## config.mk

```make
export PLATFORM = sky130hd
export DESIGN_NAME = pwr_mode_ctrl
export DESIGN_NICKNAME = d
export VERILOG_FILES = /design/src/rtl/pmc_pkg.sv /design/src/rtl/pmc_decode.sv /design/src/rtl/pmc_req_seq.sv /design/src/rtl/pmc_regfile.sv /design/src/rtl/pwr_mode_ctrl.sv
export SDC_FILE = /design/constraint.sdc
export NUM_CORES = 1
export LEC_CHECK = 0
export ABC_AREA = 0
export CAP_MARGIN = 30
export CORE_MARGIN = 2
export CORE_UTILIZATION = 25
export DETAILED_ROUTE_END_ITERATION = 12
export PLACE_DENSITY = 0.81
export SLEW_MARGIN = 25
export SYNTH_ARGS = -nofsm -noshare
export SYNTH_HDL_FRONTEND = slang
export SYNTH_HIERARCHICAL = 1
export SYNTH_SLANG_ARGS = --single-unit
```

## constraint.sdc

```tcl
create_clock -name clk -period 1.15 [get_ports clk]
set_input_delay 0.115 -clock clk [delete_from_list [all_inputs] [get_ports clk]]
set_output_delay 0.115 -clock clk [all_outputs]
set_load 0.02 [all_outputs]
```

## src/rtl/pmc_pkg.sv

```systemverilog
// Package: shared constants, field positions and types of the power mode
// controller. Assumes the register is at least 12 bits wide.
package pmc_pkg;

    localparam int MODE_LSB   = 0;
    localparam int MODE_W     = 3;
    localparam int LOCK_POS   = 3;
    localparam int SFLAG_POS  = 8;
    localparam int DFLAG_POS  = 11;
    localparam int TGT_N      = 4;
    localparam int MIN_DATA_W = 12;

    // Codes of the stored power-mode field
    typedef enum logic [MODE_W-1:0] {
        PM_RUN    = 3'd0,
        PM_DSLEEP = 3'd1,
        PM_PDOWN  = 3'd2,
        PM_DPD    = 3'd3
    } pm_code_e;

    // Request targets; value equals the request bit index
    typedef enum logic [1:0] {
        TGT_SLEEP  = 2'd0,
        TGT_DSLEEP = 2'd1,
        TGT_PDOWN  = 2'd2,
        TGT_DPD    = 2'd3
    } tgt_e;

    // Request sequencer state
    typedef enum logic {
        ST_AWAKE  = 1'b0,
        ST_PARKED = 1'b1
    } seq_state_e;

    // True for bit positions that hold a register field
    function automatic logic is_live(input int pos);
        return (pos >= MODE_LSB && pos < MODE_LSB + MODE_W) ||
               (pos == LOCK_POS) || (pos == SFLAG_POS) || (pos == DFLAG_POS);
    endfunction

endpackage

```

## src/rtl/pmc_decode.sv

```systemverilog
// Module: pmc_decode
// Purely combinational choice of the low-power target from the sleep-deep
// qualifier, the stored mode code and the lock. Assumes the caller decides
// whether the event is accepted at all.
module pmc_decode
    import pmc_pkg::*;
(
    input  logic              sleepdeep,
    input  logic [MODE_W-1:0] mode,
    input  logic              lock,
    output tgt_e              tgt
);

    // Map qualifier and mode code to a target; the lock vetoes deep power-down
    always_comb begin
        tgt = TGT_SLEEP;
        if (sleepdeep) begin
            case (pm_code_e'(mode))
                PM_DSLEEP: tgt = TGT_DSLEEP;
                PM_PDOWN:  tgt = TGT_PDOWN;
                PM_DPD:    tgt = lock ? TGT_SLEEP : TGT_DPD;
                default:   tgt = TGT_SLEEP;
            endcase
        end
    end

endmodule

```

## src/rtl/pmc_req_seq.sv

```systemverilog
// Module: pmc_req_seq
// Accepts a wait-for-interrupt while awake, emits a registered one-hot
// request pulse, and parks until wake. Assumes rst_n is the AND of both
// synchronous resets.
module pmc_req_seq
    import pmc_pkg::*;
#(
    parameter int N = TGT_N
) (
    input  logic         clk,
    input  logic         rst_n,
    input  logic         wfi,
    input  logic         wake,
    input  tgt_e         tgt,
    output logic         accept,
    output logic         set_light,
    output logic         set_dpd,
    output logic [N-1:0] req
);

    seq_state_e   state;
    logic [N-1:0] req_d;

    // An event counts only while awake and out of reset
    always_comb accept = rst_n && (state == ST_AWAKE) && wfi;

    // Flag set strobes for the register file, valid on the accepting edge
    always_comb begin
        set_dpd   = accept && (tgt == TGT_DPD);
        set_light = accept && (tgt != TGT_DPD);
    end

    // One-hot expansion of the target, one line per request bit
    for (genvar i = 0; i < N; i++) begin : g_onehot
        assign req_d[i] = accept && (tgt == tgt_e'(i));
    end

    // Awake/parked tracking: park on acceptance, leave on wake
    always_ff @(posedge clk) begin
        if (!rst_n) begin
            state <= ST_AWAKE;
        end else if (state == ST_AWAKE) begin
            if (wfi) state <= ST_PARKED;
        end else if (wake) begin
            state <= ST_AWAKE;
        end
    end

    // Request register: a single-cycle pulse after acceptance
    always_ff @(posedge clk) begin
        if (!rst_n) req <= '0;
        else        req <= req_d;
    end

endmodule

```

## src/rtl/pmc_regfile.sv

```systemverilog
// Module: pmc_regfile
// Storage of the control register in two reset domains. System-domain
// fields are the mode code and the light-sleep flag; always-on fields are the
// lock and the deep power-down flag. Assumes DATA_W >= MIN_DATA_W.
module pmc_regfile
    import pmc_pkg::*;
#(
    parameter int DATA_W = 32
) (
    input  logic              clk,
    input  logic              por_n,
    input  logic              sys_rst_n,
    input  logic              wr_en,
    input  logic [MODE_W-1:0] wr_mode,
    input  logic              wr_lock,
    input  logic              wr_clr_s,
    input  logic              wr_clr_d,
    input  logic              set_light,
    input  logic              set_dpd,
    output logic [MODE_W-1:0] mode,
    output logic              lock,
    output logic [DATA_W-1:0] rdata
);

    logic sflag;
    logic dflag;

    // System domain: mode code and light flag; set beats clear
    always_ff @(posedge clk) begin
        if (!por_n || !sys_rst_n) begin
            mode  <= '0;
            sflag <= 1'b0;
        end else begin
            if (wr_en) mode <= wr_mode;
            if (set_light)              sflag <= 1'b1;
            else if (wr_en && wr_clr_s) sflag <= 1'b0;
        end
    end

    // Always-on domain: lock and deep flag, cleared by power-on reset only
    always_ff @(posedge clk) begin
        if (!por_n) begin
            lock  <= 1'b0;
            dflag <= 1'b0;
        end else if (sys_rst_n) begin
            if (wr_en && wr_lock) lock <= 1'b1;
            if (set_dpd)                dflag <= 1'b1;
            else if (wr_en && wr_clr_d) dflag <= 1'b0;
        end
    end

    // Readback assembly: live fields at their positions, zero elsewhere
    for (genvar b = 0; b < DATA_W; b++) begin : g_rd
        if (b >= MODE_LSB && b < MODE_LSB + MODE_W) begin : g_mode
            assign rdata[b] = mode[b-MODE_LSB];
        end else if (b == LOCK_POS) begin : g_lock
            assign rdata[b] = lock;
        end else if (b == SFLAG_POS) begin : g_sflag
            assign rdata[b] = sflag;
        end else if (b == DFLAG_POS) begin : g_dflag
            assign rdata[b] = dflag;
        end else begin : g_rsvd
            assign rdata[b] = 1'b0;
        end
    end

endmodule

```

## src/rtl/pwr_mode_ctrl.sv

```systemverilog
// Module: pwr_mode_ctrl
// Power mode controller top: register file, target decode and request
// sequencer. Assumes both resets are synchronous and active low, and
// DATA_W >= 12.
module pwr_mode_ctrl
    import pmc_pkg::*;
#(
    parameter int DATA_W = 32
) (
    input  logic              clk,
    input  logic              por_n,
    input  logic              sys_rst_n,
    input  logic              reg_wr,
    input  logic [DATA_W-1:0] reg_wdata,
    output logic [DATA_W-1:0] reg_rdata,
    input  logic              wfi_evt,
    input  logic              sleepdeep,
    input  logic              wake,
    output logic [TGT_N-1:0]  pm_req
);

    logic              rst_n;
    logic [MODE_W-1:0] mode;
    logic              lock;
    tgt_e              tgt;
    logic              accept;
    logic              set_light;
    logic              set_dpd;
    logic [DATA_W-1:0] rsvd_wbits;
    logic              wdata_unused;

    // Combined reset for the parts that both resets clear
    always_comb rst_n = por_n && sys_rst_n;

    // Reserved write bits are collected only to mark them as deliberately unused
    for (genvar b = 0; b < DATA_W; b++) begin : g_rsvd_w
        if (is_live(b)) begin : g_live
            assign rsvd_wbits[b] = 1'b0;
        end else begin : g_dead
            assign rsvd_wbits[b] = reg_wdata[b];
        end
    end
    assign wdata_unused = ^{rsvd_wbits, accept};

    pmc_regfile #(
        .DATA_W (DATA_W)
    ) regs_i (
        .clk       (clk),
        .por_n     (por_n),
        .sys_rst_n (sys_rst_n),
        .wr_en     (reg_wr),
        .wr_mode   (reg_wdata[MODE_LSB +: MODE_W]),
        .wr_lock   (reg_wdata[LOCK_POS]),
        .wr_clr_s  (reg_wdata[SFLAG_POS]),
        .wr_clr_d  (reg_wdata[DFLAG_POS]),
        .set_light (set_light),
        .set_dpd   (set_dpd),
        .mode      (mode),
        .lock      (lock),
        .rdata     (reg_rdata)
    );

    pmc_decode dec_i (
        .sleepdeep (sleepdeep),
        .mode      (mode),
        .lock      (lock),
        .tgt       (tgt)
    );

    pmc_req_seq #(
        .N (TGT_N)
    ) seq_i (
        .clk       (clk),
        .rst_n     (rst_n),
        .wfi       (wfi_evt),
        .wake      (wake),
        .tgt       (tgt),
        .accept    (accept),
        .set_light (set_light),
        .set_dpd   (set_dpd),
        .req       (pm_req)
    );

endmodule

```

==> reports/metrics.csv, run 1 <==
metric,value,unit
CP arrival,1.36,ns
CP required,1.31,ns
Num CTS Buffers,3,
Final Hold Violating Endpoints,0,
cell area power density,956,nW/um^2
area grow syn2layout,28.8,%
DRC violations left,0,
crit end category,register,
DR pass1 iterations,4,
Seq pwr share,46.9,%
placer congestion estimate,0.698,
clk root buf,clkbuf_4,
clk slew on worst S/H paths,0.07,ns
cell internal pwr,0.597,mW
All-Layer GR Usage,7.45,%
global-route wire length before repair,1.84,mm
Via Count,479,
synthesized area per cell,9.23,sq um
drt via density,3.63,
Cell Rows,19,
clk_skew,0.00106,ns
clock sink total,11,
routed wire length,1.30,mm
gr ovfl total,0,
Max Fclk,0.833,GHz
number of global-route vias before repair,450,
combinational power share,22.4,%
status,"finished, violations left",
Post-Route Setup TNS,-0.0503,ns
Reg-to-Reg Start,regs_i/mode[2],
CP startpoint kind,register,
Initial Utilization,25.8,%
Avg WL per Cell,9.88,microns
worst min-delay path class,primary input to register,
R2R depth,6,
layout cells sized above 1,22.8,%
Top Ports,75,
reg2reg end,regs_i/dflag,
NetSw,0.255,mW
fin crit share,104,%
VDD IR-drop max,0.451,mV
Clk network pwr share,30.7,%
"Max FO, Critical Path",3,
hold endpoint,regs_i/mode[2],
Max Cap Violations,0,
Worst R2R Setup Slack,-0.05,ns
Port Buffers,22,
die span in x,56.6,microns
area of the mapped netlist,692,sq um
Hold Path Cell Cnt,3,
Final min period,1.20,ns
hold buffers post-CTS,0,
DP Wirelength,1.06,mm
Mapped Cells,75,
Sw Ratio,29.9,%
Syn. warnings,6,
TritonCTS clock tree,yes,
# nets final,141,
clock tree buffer depth,2,
H-tree depth,1,
antenna violations before repair,0,
PnR worst setup slack,-0.0503,ns
worst skew pair latency,0.26,ns
HP Start,reg_wdata[2],
die extent in y,56.6,microns
remaining antenna violation count,0,
Slew Limit Fails,0,
WS Path Type,register to register,
Fillers,297,
die outline area,3200,sq um
RSZ-0062 raised after global routing,yes,
Antenna diodes,0,
Design Power,0.852,mW
final setup vio count,1,
core box area,2690,sq um
largest net degree at the start of global routing,7,
detailed router's first-iteration violation count,6,
leakage power,0.439,nW
failing checks,setup timing,
==> stage by stage <==
step | setup slack (ns) | cell area (sq um) | hold WS (ns) | utilization, % | cells
5_1_grt | -0.139 | 891 | 0.502 | 33.2 | 132
3_5_place_dp | -0.262 | 845 | 0.516 | 31.4 | 125
4_1_cts | -0.0421 | 867 | 0.486 | 32.3 | 130
2_1_floorplan | 0.0201 | 793 | 0.232 | - | 100
3_3_place_gp | -0.206 | 845 | 0.480 | 31.4 | 125
6_report | -0.0503 | 891 | 0.479 | 33.2 | 132
==> power by group through the flow <==
stage	combinational, mW	sequential, mW	clock [mW]
floorplan	0.191	0.407	0
global placement	0.188	0.407	0
detailed placement	0.190	0.408	0
CTS	0.186	0.399	0.266
global route	0.202	0.401	0.290
finish	0.191	0.399	0.262
==> what timing repair did <==
item	CTS	global route
gates resized for setup	11	5
setup endpoints to repair	11	6
pin swaps	1	5
hold endpoints to repair	0	0
buffers inserted	1	4
==> cell usage in the layout, fill, tap and decap left out, types with 2 or more instances in the layout <==
cell type and n:
dfxtp_2 4, nor3b_2 2, mux2i_1 3, dlygate4sd2_1 9
a21oi_2 3, conb_1 26, dfxtp_1 7, nand3b_1 2
nand2b_1 2, clkdlybuf4s50_1 12, a21boi_0 3, nand2_1 2
clkbuf_4 3, nor2_1 5, buf_4 8
==> critical path: stages, from the launching register on <==
cell	delay, ns
dfxtp_2	0.34
nand3b_1	0.13
a21oi_2	0.06
nand2_1	0.09
nor2_1	0.05
mux2_4	0.25
o21a_1	0.18
==> layout make-up <==
cell class,instances,area (sq um),area share [%]
Multi-Input combinational cell,56,332,37.2
Timing Repair Buffer,30,269,30.2
Sequential cell,11,225,25.3
Tap cell,31,38.8,4.35
Clock buffer,4,26.3,2.95
==> flip-flops by register name, summed over array words and instances (netlist names) <==
signal        count
regs_i/dflag      1
seq_i/req         4
regs_i/sflag      1
regs_i/lock       1
regs_i/mode       3
seq_i/state       1
==> how the worst max path moves through the flow <==
| stage | from | end | slack, ns | cells after the start |
|---|---|---|---|---|
| floorplan | regs_i/mode[2] | regs_i/dflag | 0.02 | 6 |
| global placement | por_n | regs_i/dflag | -0.21 | 6 |
| detailed placement | por_n | regs_i/dflag | -0.26 | 6 |
| CTS | regs_i/mode[2] | regs_i/dflag | -0.04 | 6 |
| global route | regs_i/mode[2] | regs_i/dflag | -0.14 | 6 |
| finish | regs_i/mode[2] | regs_i/dflag | -0.05 | 6 |
==> metal layers <==
layer,vias to the layer above,part of all wire (%),global-route usage [%]
li1,238,-,-
met1,217,33,6.93
met2,24,59,14.6
met3,0,7.1,0.922
met4,0,0,5.10
met5,-,0,0
Note: power is estimated with default switching activity, not from simulation.
==> inputs of run 2 (changes only) <==
- SLEW_MARGIN: 25 -> 20
==> results of run 2 <==
Same layout as run 1: the final DEF is identical, and so are final timing and power.
==> inputs of run 3 (changes only) <==
- CORE_UTILIZATION: 25 -> 28
- PLACE_DENSITY: 0.81 -> 0.85
- clock period: 1.15 -> 1.2 ns (I/O delays scaled with it)
==> reports/metrics.csv, run 3 (same netlist as run 1, synthesis figures left out) <==
metric,value,unit
core box area,2410,sq um
detailed router's first-iteration violation count,2,
clock sink total,11,
fin crit share,98.2,%
Max Cap Violations,0,
cell internal pwr,0.575,mW
Final Hold Violating Endpoints,0,
placed insts,127,
Design Power,0.827,mW
Setup WS pre-CTS,-0.220,ns
Port Buffers,22,
TritonCTS clock tree,yes,
Max Fclk,0.849,GHz
Slew Limit Fails,0,
clk_skew,0.000623,ns
die outline area,2880,sq um
WS Path Type,register to register,
clock tree buffer depth,2,
DR pass1 iterations,3,
NetSw,0.252,mW
CP arrival,1.35,ns
All-Layer GR Usage,9.95,%
drt via density,3.69,
Avg WL per Cell,9.74,microns
die span in x,53.7,microns
clk root buf,clkbuf_4,
Post-Route Setup TNS,0,ns
# nets final,143,
Top Ports,75,
PnR worst setup slack,0.0219,ns
Worst R2R Setup Slack,0.02,ns
final instance area,898,sq um
Fillers,259,
DP Wirelength,1.10,mm
placer congestion estimate,0.652,
global-route wire length before repair,1.95,mm
"commonest non-fill, non-tap cell in the layout",conb_1,
Seq pwr share,46.2,%
H-tree depth,1,
gr ovfl total,0,
Cell Rows,18,
leakage power,0.447,nW
hold buffers post-CTS,0,
DRC violations left,0,
layout cells sized above 1,21.4,%
clk slew on worst S/H paths,0.07,ns
most frequent cells in the layout,"conb_1 (26), clkdlybuf4s50_1 (12), buf_4 (10)",
number of global-route vias before repair,433,
RSZ-0062 raised after global routing,yes,
Initial Utilization,28.7,%
VDD IR-drop max,0.436,mV
Num CTS Buffers,3,
status,"complete, no violations",
Via Count,491,
antenna violations before repair,0,
Area after DPL,858,sq um
Sw Ratio,30.5,%
final setup vio count,0,
largest reg by FF count,seq_i/req,
Antenna diodes,0,
area grow syn2layout,29.8,%
CP startpoint kind,register,
CP required,1.37,ns
cell area power density,921,nW/um^2
Largest register FFs,4,
largest net degree at the start of global routing,7,
remaining antenna violation count,0,
worst min-delay path class,primary input to register,
die extent in y,53.7,microns
crit end category,register,
Final min period,1.18,ns
Largest regs,"seq_i/req: 4 flops, regs_i/mode: 3 flops",
"Max FO, Critical Path",4,
Clk network pwr share,31.3,%
worst skew pair latency,0.27,ns
routed wire length,1.30,mm
combinational power share,22.6,%
"Cell Count, Final, Fillers Out",133,
## run 3: stage by stage
step                hold slack, ns  util [%]
finish                       0.471      37.3
global route                 0.500      37.3
global placement             0.482      35.6
CTS                          0.462      36.4
detailed placement           0.506      35.6
floorplan                    0.237         -
## run 3: per-layer routing
| metal | part of all wire (%) | GRT usage (%) | vias up |
|---|---|---|---|
| li1 | - | - | 242 |
| met1 | 35 | 9.09 | 224 |
| met2 | 55 | 18.3 | 23 |
| met3 | 8.9 | 4.44 | 2 |
| met4 | 1.5 | 5.13 | 0 |
| met5 | 0 | 0 | - |
## run 3: worst paths after layout
kind | start | end | depth (start not counted)
setup / recovery | regs_i/mode[2] | regs_i/dflag | 6
hold / removal | reg_wdata[0] | regs_i/mode[0] | 3
setup reg to reg | regs_i/mode[2] | regs_i/dflag | 6
hold reg to reg | seq_i/state | seq_i/state | 2
## run 3: final cells by class
| cell class | instances | area, sq um | share of cell area [%] |
|---|---|---|---|
| Multi-Input combinational cell | 56 | 328 | 36.5 |
| Timing Repair Buffer | 32 | 284 | 31.6 |
| Sequential cell | 11 | 223 | 24.8 |
| Tap cell | 30 | 37.5 | 4.18 |
| Clock buffer | 4 | 26.3 | 2.92 |
## run 3: critical path, cell delays in order, from the launching register on
cell      delay (ns)
dfxtp_2         0.34
nand3b_1        0.12
a21oi_2         0.05
nand2_1         0.11
nor2_1          0.05
mux2_4          0.25
o21a_1          0.16
## run 3: power by group through the flow
stage                     registers (mW)  logic [mW]  clock network [mW]
after floorplan                    0.389       0.183                   0
after global placement             0.389       0.185                   0
after detailed placement           0.390       0.188                   0
after CTS                          0.381       0.184               0.268
after global routing               0.383       0.201               0.286
final                              0.382       0.187               0.258
## run 3: timing repair
action	CTS	global route
gates resized for setup	12	3
pin swaps	0	1
cloned	0	0
buffers inserted	0	2
endpoints found under the setup margin	11	3
